===== config.mk =====
export PLATFORM = sky130hd
export DESIGN_NAME = burst_crc_lane
export DESIGN_NICKNAME = d
export VERILOG_FILES = /design/src/rtl/burst_crc_pkg.sv /design/src/rtl/crc_word_step.sv /design/src/rtl/burst_accumulator.sv /design/src/rtl/edc_serializer.sv /design/src/rtl/edc_comparator.sv /design/src/rtl/burst_crc_lane.sv
export SDC_FILE = /design/constraint.sdc
export NUM_CORES = 1
export LEC_CHECK = 0
export CORE_MARGIN = 1.5
export CORE_UTILIZATION = 62
export DETAILED_ROUTE_END_ITERATION = 6
export PLACE_DENSITY = 0.87
export SLEW_MARGIN = 20
export SYNTH_ARGS = -nofsm -noshare
export SYNTH_HDL_FRONTEND = slang
export SYNTH_SLANG_ARGS = --single-unit
export TNS_END_PERCENT = 5

===== constraint.sdc =====
create_clock -name clk -period 3 [get_ports clk]
set_clock_uncertainty 0.2 [all_clocks]
set_input_delay 0.6 -clock clk [delete_from_list [all_inputs] [get_ports clk]]
set_output_delay 0.6 -clock clk [all_outputs]
set_load 0.03 [all_outputs]

===== src/rtl/burst_crc_pkg.sv =====
package burst_crc_pkg;
   timeunit 1ns;
   timeprecision 1ps;

   localparam int              LANE_DATA_W = 8;
   localparam int              BURST_BEATS = 8;
   localparam int              CRC_WIDTH   = 8;
   localparam logic [7:0]      CRC_POLY    = 8'h07;
   localparam bit              HOLD_FIRST  = 1'b1;
endpackage


===== src/rtl/crc_word_step.sv =====
module crc_word_step #(
   parameter int                 CRC_W  = 8,
   parameter int                 WORD_W = 9,
   parameter logic [CRC_W-1:0]   POLY   = 8'h07
) (
   input  logic [CRC_W-1:0]  crc_in,
   input  logic [WORD_W-1:0] word,
   output logic [CRC_W-1:0]  crc_out
);
   timeunit 1ns;
   timeprecision 1ps;

   // One bit per stage, word MSB first.
   for (genvar i = 0; i < WORD_W; i++) begin : stg
      logic [CRC_W-1:0] prev;
      logic [CRC_W-1:0] q;
      logic             fb;
      if (i == 0) begin : g_first
         assign prev = crc_in;
      end else begin : g_next
         assign prev = stg[i-1].q;
      end
      assign fb = prev[CRC_W-1] ^ word[WORD_W-1-i];
      assign q  = {prev[CRC_W-2:0], 1'b0} ^ (fb ? POLY : {CRC_W{1'b0}});
   end

   assign crc_out = stg[WORD_W-1].q;
endmodule


===== src/rtl/burst_accumulator.sv =====
module burst_accumulator #(
   parameter int                 CRC_W  = 8,
   parameter int                 WORD_W = 9,
   parameter int                 BEATS  = 8,
   parameter logic [CRC_W-1:0]   POLY   = 8'h07,
   localparam int                CNT_W  = (BEATS > 1) ? $clog2(BEATS) : 1
) (
   input  logic              clk,
   input  logic              rst_n,
   input  logic              beat_valid,
   input  logic [WORD_W-1:0] word,
   output logic [CNT_W-1:0]  beat_idx,
   output logic              fin_now,
   output logic [CRC_W-1:0]  fin_crc
);
   timeunit 1ns;
   timeprecision 1ps;

   localparam logic [CNT_W-1:0] LAST = CNT_W'(BEATS - 1);

   logic [CRC_W-1:0] acc;
   logic [CRC_W-1:0] base;
   logic [CRC_W-1:0] next_crc;

   assign base = (beat_idx == '0) ? {CRC_W{1'b0}} : acc;

   crc_word_step #(.CRC_W(CRC_W), .WORD_W(WORD_W), .POLY(POLY)) u_step (
      .crc_in  (base),
      .word    (word),
      .crc_out (next_crc)
   );

   assign fin_now = beat_valid && (beat_idx == LAST);
   assign fin_crc = next_crc;

   always_ff @(posedge clk) begin
      if (!rst_n) begin
         beat_idx <= '0;
         acc      <= '0;
      end else if (beat_valid) begin
         if (beat_idx == LAST) begin
            beat_idx <= '0;
         end else begin
            beat_idx <= beat_idx + 1'b1;
         end
         acc <= next_crc;
      end
   end
endmodule


===== src/rtl/edc_serializer.sv =====
module edc_serializer #(
   parameter int CRC_W     = 8,
   parameter bit HOLD_INIT = 1'b1
) (
   input  logic             clk,
   input  logic             rst_n,
   input  logic             load,
   input  logic [CRC_W-1:0] load_val,
   output logic             busy,
   output logic             edc_out
);
   timeunit 1ns;
   timeprecision 1ps;

   localparam int LW = $clog2(CRC_W + 1);

   logic [CRC_W-1:0] sh;
   logic [LW-1:0]    left;
   logic             hold;

   always_ff @(posedge clk) begin
      if (!rst_n) begin
         sh   <= '0;
         left <= '0;
         hold <= HOLD_INIT;
      end else begin
         hold <= ~hold;
         if (load) begin
            sh   <= load_val;
            left <= LW'(CRC_W);
         end else if (left != '0) begin
            sh   <= {sh[CRC_W-2:0], 1'b0};
            left <= left - 1'b1;
         end
      end
   end

   assign busy    = (left != '0);
   assign edc_out = busy ? sh[CRC_W-1] : hold;
endmodule


===== src/rtl/edc_comparator.sv =====
module edc_comparator #(
   parameter int CRC_W = 8
) (
   input  logic             clk,
   input  logic             rst_n,
   input  logic             arm,
   input  logic [CRC_W-1:0] exp_in,
   input  logic             edc_in,
   output logic             chk_done,
   output logic             chk_err
);
   timeunit 1ns;
   timeprecision 1ps;

   localparam int LW = $clog2(CRC_W + 1);

   logic [CRC_W-1:0] expect_q;
   logic [CRC_W-1:0] rx;
   logic [CRC_W-1:0] rx_next;
   logic [LW-1:0]    left;

   assign rx_next = {rx[CRC_W-2:0], edc_in};

   always_ff @(posedge clk) begin
      if (!rst_n) begin
         expect_q <= '0;
         rx       <= '0;
         left     <= '0;
         chk_done <= 1'b0;
         chk_err  <= 1'b0;
      end else begin
         chk_done <= 1'b0;
         chk_err  <= 1'b0;
         if (left != '0) begin
            rx   <= rx_next;
            left <= left - 1'b1;
            if (left == LW'(1)) begin
               chk_done <= 1'b1;
               chk_err  <= (rx_next != expect_q);
            end
         end
         if (arm) begin
            expect_q <= exp_in;
            left     <= LW'(CRC_W);
         end
      end
   end
endmodule


===== src/rtl/burst_crc_lane.sv =====
module burst_crc_lane
   import burst_crc_pkg::*;
#(
   parameter int                 DATA_W    = LANE_DATA_W,
   parameter int                 BEATS     = BURST_BEATS,
   parameter int                 CRC_W     = CRC_WIDTH,
   parameter logic [CRC_W-1:0]   POLY      = CRC_W'(CRC_POLY),
   parameter bit                 HOLD_INIT = HOLD_FIRST,
   parameter bit                 CHECK_EN  = 1'b1
) (
   input  logic              clk,
   input  logic              rst_n,
   input  logic              beat_valid,
   input  logic [DATA_W-1:0] beat_data,
   input  logic              beat_inv,
   input  logic              edc_in,
   output logic              edc_out,
   output logic              chk_done,
   output logic              reissue_req
);
   timeunit 1ns;
   timeprecision 1ps;

   localparam int WORD_W = DATA_W + 1;
   localparam int CNT_W  = (BEATS > 1) ? $clog2(BEATS) : 1;

   if (CRC_W < 2) begin : g_bad_crc_w
      $error("CRC_W must be at least 2");
   end
   if (BEATS < CRC_W) begin : g_bad_beats
      $error("BEATS must cover the serial checksum window");
   end
   if (POLY[0] != 1'b1) begin : g_bad_poly
      $error("POLY must have its constant term set");
   end

   logic [WORD_W-1:0] word;
   logic [CNT_W-1:0]  beat_idx;
   logic              fin_now;
   logic [CRC_W-1:0]  fin_crc;
   logic              tx_busy;

   assign word = {beat_inv, beat_data};

   burst_accumulator #(
      .CRC_W(CRC_W), .WORD_W(WORD_W), .BEATS(BEATS), .POLY(POLY)
   ) u_acc (
      .clk        (clk),
      .rst_n      (rst_n),
      .beat_valid (beat_valid),
      .word       (word),
      .beat_idx   (beat_idx),
      .fin_now    (fin_now),
      .fin_crc    (fin_crc)
   );

   edc_serializer #(.CRC_W(CRC_W), .HOLD_INIT(HOLD_INIT)) u_ser (
      .clk      (clk),
      .rst_n    (rst_n),
      .load     (fin_now),
      .load_val (fin_crc),
      .busy     (tx_busy),
      .edc_out  (edc_out)
   );

   if (CHECK_EN) begin : g_ctrl
      edc_comparator #(.CRC_W(CRC_W)) u_cmp (
         .clk      (clk),
         .rst_n    (rst_n),
         .arm      (fin_now),
         .exp_in   (fin_crc),
         .edc_in   (edc_in),
         .chk_done (chk_done),
         .chk_err  (reissue_req)
      );
   end else begin : g_dev
      logic unused_rx;
      assign unused_rx   = edc_in;
      assign chk_done    = 1'b0;
      assign reissue_req = 1'b0;
   end
endmodule


Yosys cells after proc, flatten, opt, wreduce, memory -nomap -nowiden:

Index checks and enable logic that the tools add are counted.

* register bits after elaboration: 45
* input bits: 13
* output and inout port bits: 3
* logic and storage cells: 66

* add/sub/neg operators: 3
* equal/unequal tests: 3
* multiplexer cells: 19
* bitwise logic cells: 20
* reduce and logical (&&, ||, !) cells: 9

Operators with widths (count)
* bitwise XOR 8 x 3 -> 8 bit: 9
* 2-to-1 mux 3 bit: 10
* 2-to-1 mux 8 bit: 3
* 2-to-1 mux 4 bit: 4
* bitwise XOR 1 bit: 9
* != test 8 bit: 1
* nonzero test 4 bit: 2
* subtractor 4 x 1 -> 4 bit (second input constant): 2
* == test 4 x 1 -> 1 bit (second input constant): 1
* nonzero test 2 bit: 2
* adder 3 x 1 -> 3 bit (second input constant): 1
* == test 3 bit (second input constant): 1
* zero test 3 bit: 1
* AND reduction 3 bit: 1
* 2-to-1 mux 1 bit: 2
* NOT 1 bit: 2
* AND reduction 2 bit: 1
* OR reduction 2 bit: 1
* logical AND 1 bit: 1

Logic depth before layout (Yosys ltp):

* depth after elaboration: 30
* depth in mapped cells: 8
* depth with buffers taken out: 7

Hierarchy:

A second synthesis with hierarchy kept.

* cells, all modules: 230
* area, all modules: 2290.9 µm²

Modules (own cells, without submodules)
* edc_comparator: instances 1, cells an instance 84, area an instance 905.9 µm², seq. area each 420.4 µm²
* edc_serializer: instances 1, cells an instance 70, area an instance 576.8 µm², seq. area each 260.2 µm²
* burst_accumulator: instances 1, cells an instance 53, area an instance 559.3 µm², seq. area each 220.2 µm²
* crc_word_step: instances 1, cells an instance 23, area an instance 249.0 µm², seq. area each 0.0 µm²

Least setup slack after synthesis:

No wires, ideal clock.

* path type: flip-flop to output port
* start point: register u_ser.left[0]
* end point: output port edc_out
* arrival: 1.482 ns
* data required time: 2.200 ns
* path slack: 0.718 ns
* cell stages (with the launch flop): 6
* path buffers: 1
* path through: dfxtp_1 > inv_1 > ha_1 > nor3b_2 > buf_4 > mux2_2

* cells in the longest elaborated chain, start to end: 2

RTL lines
* from (decl): line edc_serializer.sv:18 `logic [LW-1:0] left;`
* from (signal assigned): line edc_serializer.sv:30 `left <= LW'(CRC_W);`
* from (signal assigned): line edc_serializer.sv:33 `left <= left - 1'b1;`
* nonzero test 4 bit: line edc_serializer.sv:38 `assign busy = (left != '0);`
* 2-to-1 mux 1 bit: line edc_serializer.sv:39 `assign edc_out = busy ? sh[CRC_W-1] : hold;`
* to (decl): line burst_crc_lane.sv:17 `output logic edc_out,`

Every way passes these cells.

Final worst setup path:

Same ends and word-level chain as after synthesis.

==> flow_summary_export.csv <==
group,metric,value,unit
clocking,clk_latency,0.31,ns
global_routing,grt_use_total,0.2421,
clocking,htreeDepth,2,
detailed_routing,first_pass_iters,4,
critical_path,worst-endpoint-arrival,2.06,ns
clocking,clk_path_buf_depth,2,
critical_path,critPathLaunchType,"flop",
critical_path,crit_type,"flop to primary output",
power_and_ir_drop,p_int,1147,uW
sta,hold_viol,0,
outcome,status,"completed",
critical_path,path_cells,"inv_1 > ha_1 > nor3b_2 > mux2_2 > clkdlybuf4s50_1",
final_layout,antenna_cells,0,
critical_path,cp_num_buf_inv,2,
clocking,cts.repair.resized,0,
critical_path,cp_top_family,"buffers and inverters",
clocking,clk_pin_slew,0.09,ns
worst_hold_path,holdCritPathClass,"flop to flop",
clocking,post_cts_buffers,0,
detailed_routing,wl_per_cell,14.02,um
detailed_routing,drtIter0Drc,95,
sta,maxSlewHeadroom,0.6277,
final_layout,regArea,900.9,um^2
global_routing,antenna_found_initial,0,
synthesis,synth_area_per_cell,8.735,um^2
sta,tightest_slew,0.5584,ns
placed_design,numPortBuffers,15,
sta,period_needed,2.865,ns
synthesis,ys_warn_count,0,
sta,setup_violations,0,
critical_path,critPathRequiredTime,2.20,ns
sta,timing.final.crit_share,0.9548,
power_and_ir_drop,seqPwrFrac,0.412,
detailed_routing,drc,0,
sta,fmax,349.1,MHz
final_layout,layout-area-overhead-vs-synth,12.04,%
clocking,ctsRootBufferMaster,"clkbuf_8",
synthesis,ys_seq_elements,45,
critical_path,end_kind,"primary output",
synthesis,syn-cell-area,2297,um^2
die,die_y,63.87,um
die,die_w,63.87,um
die,die_area,4079,um^2
detailed_routing,viasPerCell,5.735,
die,initial_core_util,0.6674,
detailed_routing,wl,4.543,mm
die,num_io_pins,16,
final_layout,final_layout_size_suffix_gt1_frac,0.08993,
sta,slew_violations,0,
job,maxCapViolCount,0,
sta,rsz0062_at_grt,"false",
power_and_ir_drop,switching_power,647.4,uW
global_routing,grt_pass1_wl,7.659,mm
power_and_ir_drop,p_per_area,697.1,nW/um^2
final_layout,multi_input_area,1310,um^2
critical_path,cpPeakStageDelay,0.59,ns
detailed_routing,vias,1858,
die,row_count,21,
global_routing,grt_max_degree,22,
power_and_ir_drop,comb_power_share,0.379,
synthesis,yosysSeqAreaShare,0.3922,
synthesis,synth_cell_types,39,
final_layout,final_nets,296,
die,core_area,3442,um^2
detailed_routing,ant_nets,0,
power_and_ir_drop,leakage,0.001020,uW
power_and_ir_drop,p_sw_frac,0.3608,
placed_design,dp_hpwl,3.331,mm
final_layout,fill_cells,265,
power_and_ir_drop,max-vdd-ir-drop,0.5248,mV
clocking,clock-sinks,45,
clocking,cts.hold.buffers_added,0,
clocking,cts_tree,"yes",
critical_path,cp_max_fo,3,
clocking,cts_buffers,5,
global_routing,overflow,0,
global_routing,grt_pass1_vias,1713,
power_and_ir_drop,power_frac_clock,0.209,
synthesis,postSynthCellCount,263,
placed_design,place_congestion,0.8852,
power_and_ir_drop,p_total,1794,uW
sta,setup-tns-final,0,ns
critical_path,critPathSlowestCell,"clkdlybuf4s50_1",
synthesis,syn-num-nets,282,
[synth_stat cells (all sizes together)]
master   n  share of area
o31ai    1         0.0033
nand2b   4          0.014
nand2   31          0.051
nand3b   1         0.0033
clkbuf   9          0.015
a21boi   4          0.013
dfxtp   45           0.39
mux2     7          0.034
o21ai   10          0.022
o211a    1         0.0044
nor3b    4          0.015
nor3     5          0.011
inv      9          0.015
ha       6          0.033
a211oi   7          0.023
and2     2         0.0054
or2b     1         0.0033
and4b    1         0.0044
xnor3    2          0.020
xnor2   17          0.065
nor2    15          0.025
or3      5          0.016
or2      1         0.0027
a21oi   32          0.070
mux2i    2         0.0087
nand3   11          0.026
and3     1         0.0027
nor4     2         0.0054
nor2b    2         0.0087
a211o    4          0.015
o211ai   4          0.013
xor2    14          0.053
buf      3         0.0082
[power groups by stage]
stage,clock (uW),sequential [uW],combinational [uW]
after detailed placement,0,754,676
after global placement,0,751,655
after global routing,411,751,752
after CTS,384,740,682
after floorplan,0,747,535
final,375,740,679
[cell type report]
cell class / instances / share of cell area
Tap cell: 46 / 0.02236
Timing Repair Buffer: 19 / 0.07000
Multi-Input combinational cell: 197 / 0.5090
Clock inverter: 3 / 0.008751
Clock buffer: 5 / 0.02674
Sequential cell: 45 / 0.3500
Inverter: 9 / 0.01313
[per-stage QoR]
step	instance area (um^2)	hold slack (ns)	setup WS [ns]	instances	utilization
3_5_place_dp	2482	0.1780	0.4467	316	0.7212
2_1_floorplan	2297	0.1629	0.7177	263	-
4_1_cts	2574	0.2004	0.1185	324	0.7477
3_3_place_gp	2482	0.1747	0.4879	316	0.7212
5_1_grt	2574	0.2189	0.02433	324	0.7477
6_report	2574	0.1994	0.1355	324	0.7477
[layout by cell type (no fill, tap or decap), drive strengths merged, types with 9 or more instances in the layout]
cell type and n:
dfxtp 45, nand3 11, o21ai 10, nand2 31, nor2 15, inv 9
a21oi 32, clkdlybuf4s50 15, xnor2 17, xor2 14
[layer usage]
metal | part of all wire | up-vias | track usage
met5 | 0 | - | 0
met4 | 0.012 | 0 | 0.09239
met3 | 0.049 | 5 | 0.05986
met2 | 0.48 | 45 | 0.3880
met1 | 0.45 | 874 | 0.3133
li1 | - | 934 | -
[worst paths after layout]
path	cells after the start	slack (ns)	start	end
hold / removal	1	0.20	u_ser.hold	u_ser.hold
setup reg to reg	7	0.86	u_acc.beat_idx[0]	u_acc.acc[2]
setup / recovery	5	0.14	u_ser.left[0]	edc_out
hold reg to reg	1	0.20	u_ser.hold	u_ser.hold
[flip-flops by register name (all words and copies together) (netlist names)]
signal and cells:
g_ctrl.u_cmp.expect_q 8, g_ctrl.u_cmp.rx 7, u_acc.beat_idx 3, u_ser.hold 1, g_ctrl.u_cmp.chk_done 1, g_ctrl.u_cmp.chk_err 1
u_acc.acc 8, u_ser.left 4, g_ctrl.u_cmp.left 4, u_ser.sh 8
[logic make-up (layout without fill, tap and decap cells)]
logic type	after synthesis	after routing	share of synthesized area
fa+ha+maj	6	6	0.03268
buf+inv	21	36	0.03758
xor+xnor	33	33	0.1378
flops	45	45	0.3922
compound gates	63	63	0.1634
simple gates	86	86	0.1934
mux	9	9	0.04303
[worst register-to-register path, cell delays in order (launching register included)]
cell and delay (ns):
dfxtp_1 0.38, inv_1 0.06, ha_1 0.24, nor2b_4 0.18, o21ai_0 0.32, nand2_1 0.10
xnor3_1 0.42, a21oi_1 0.18
(Power assumes the default switching activity.)
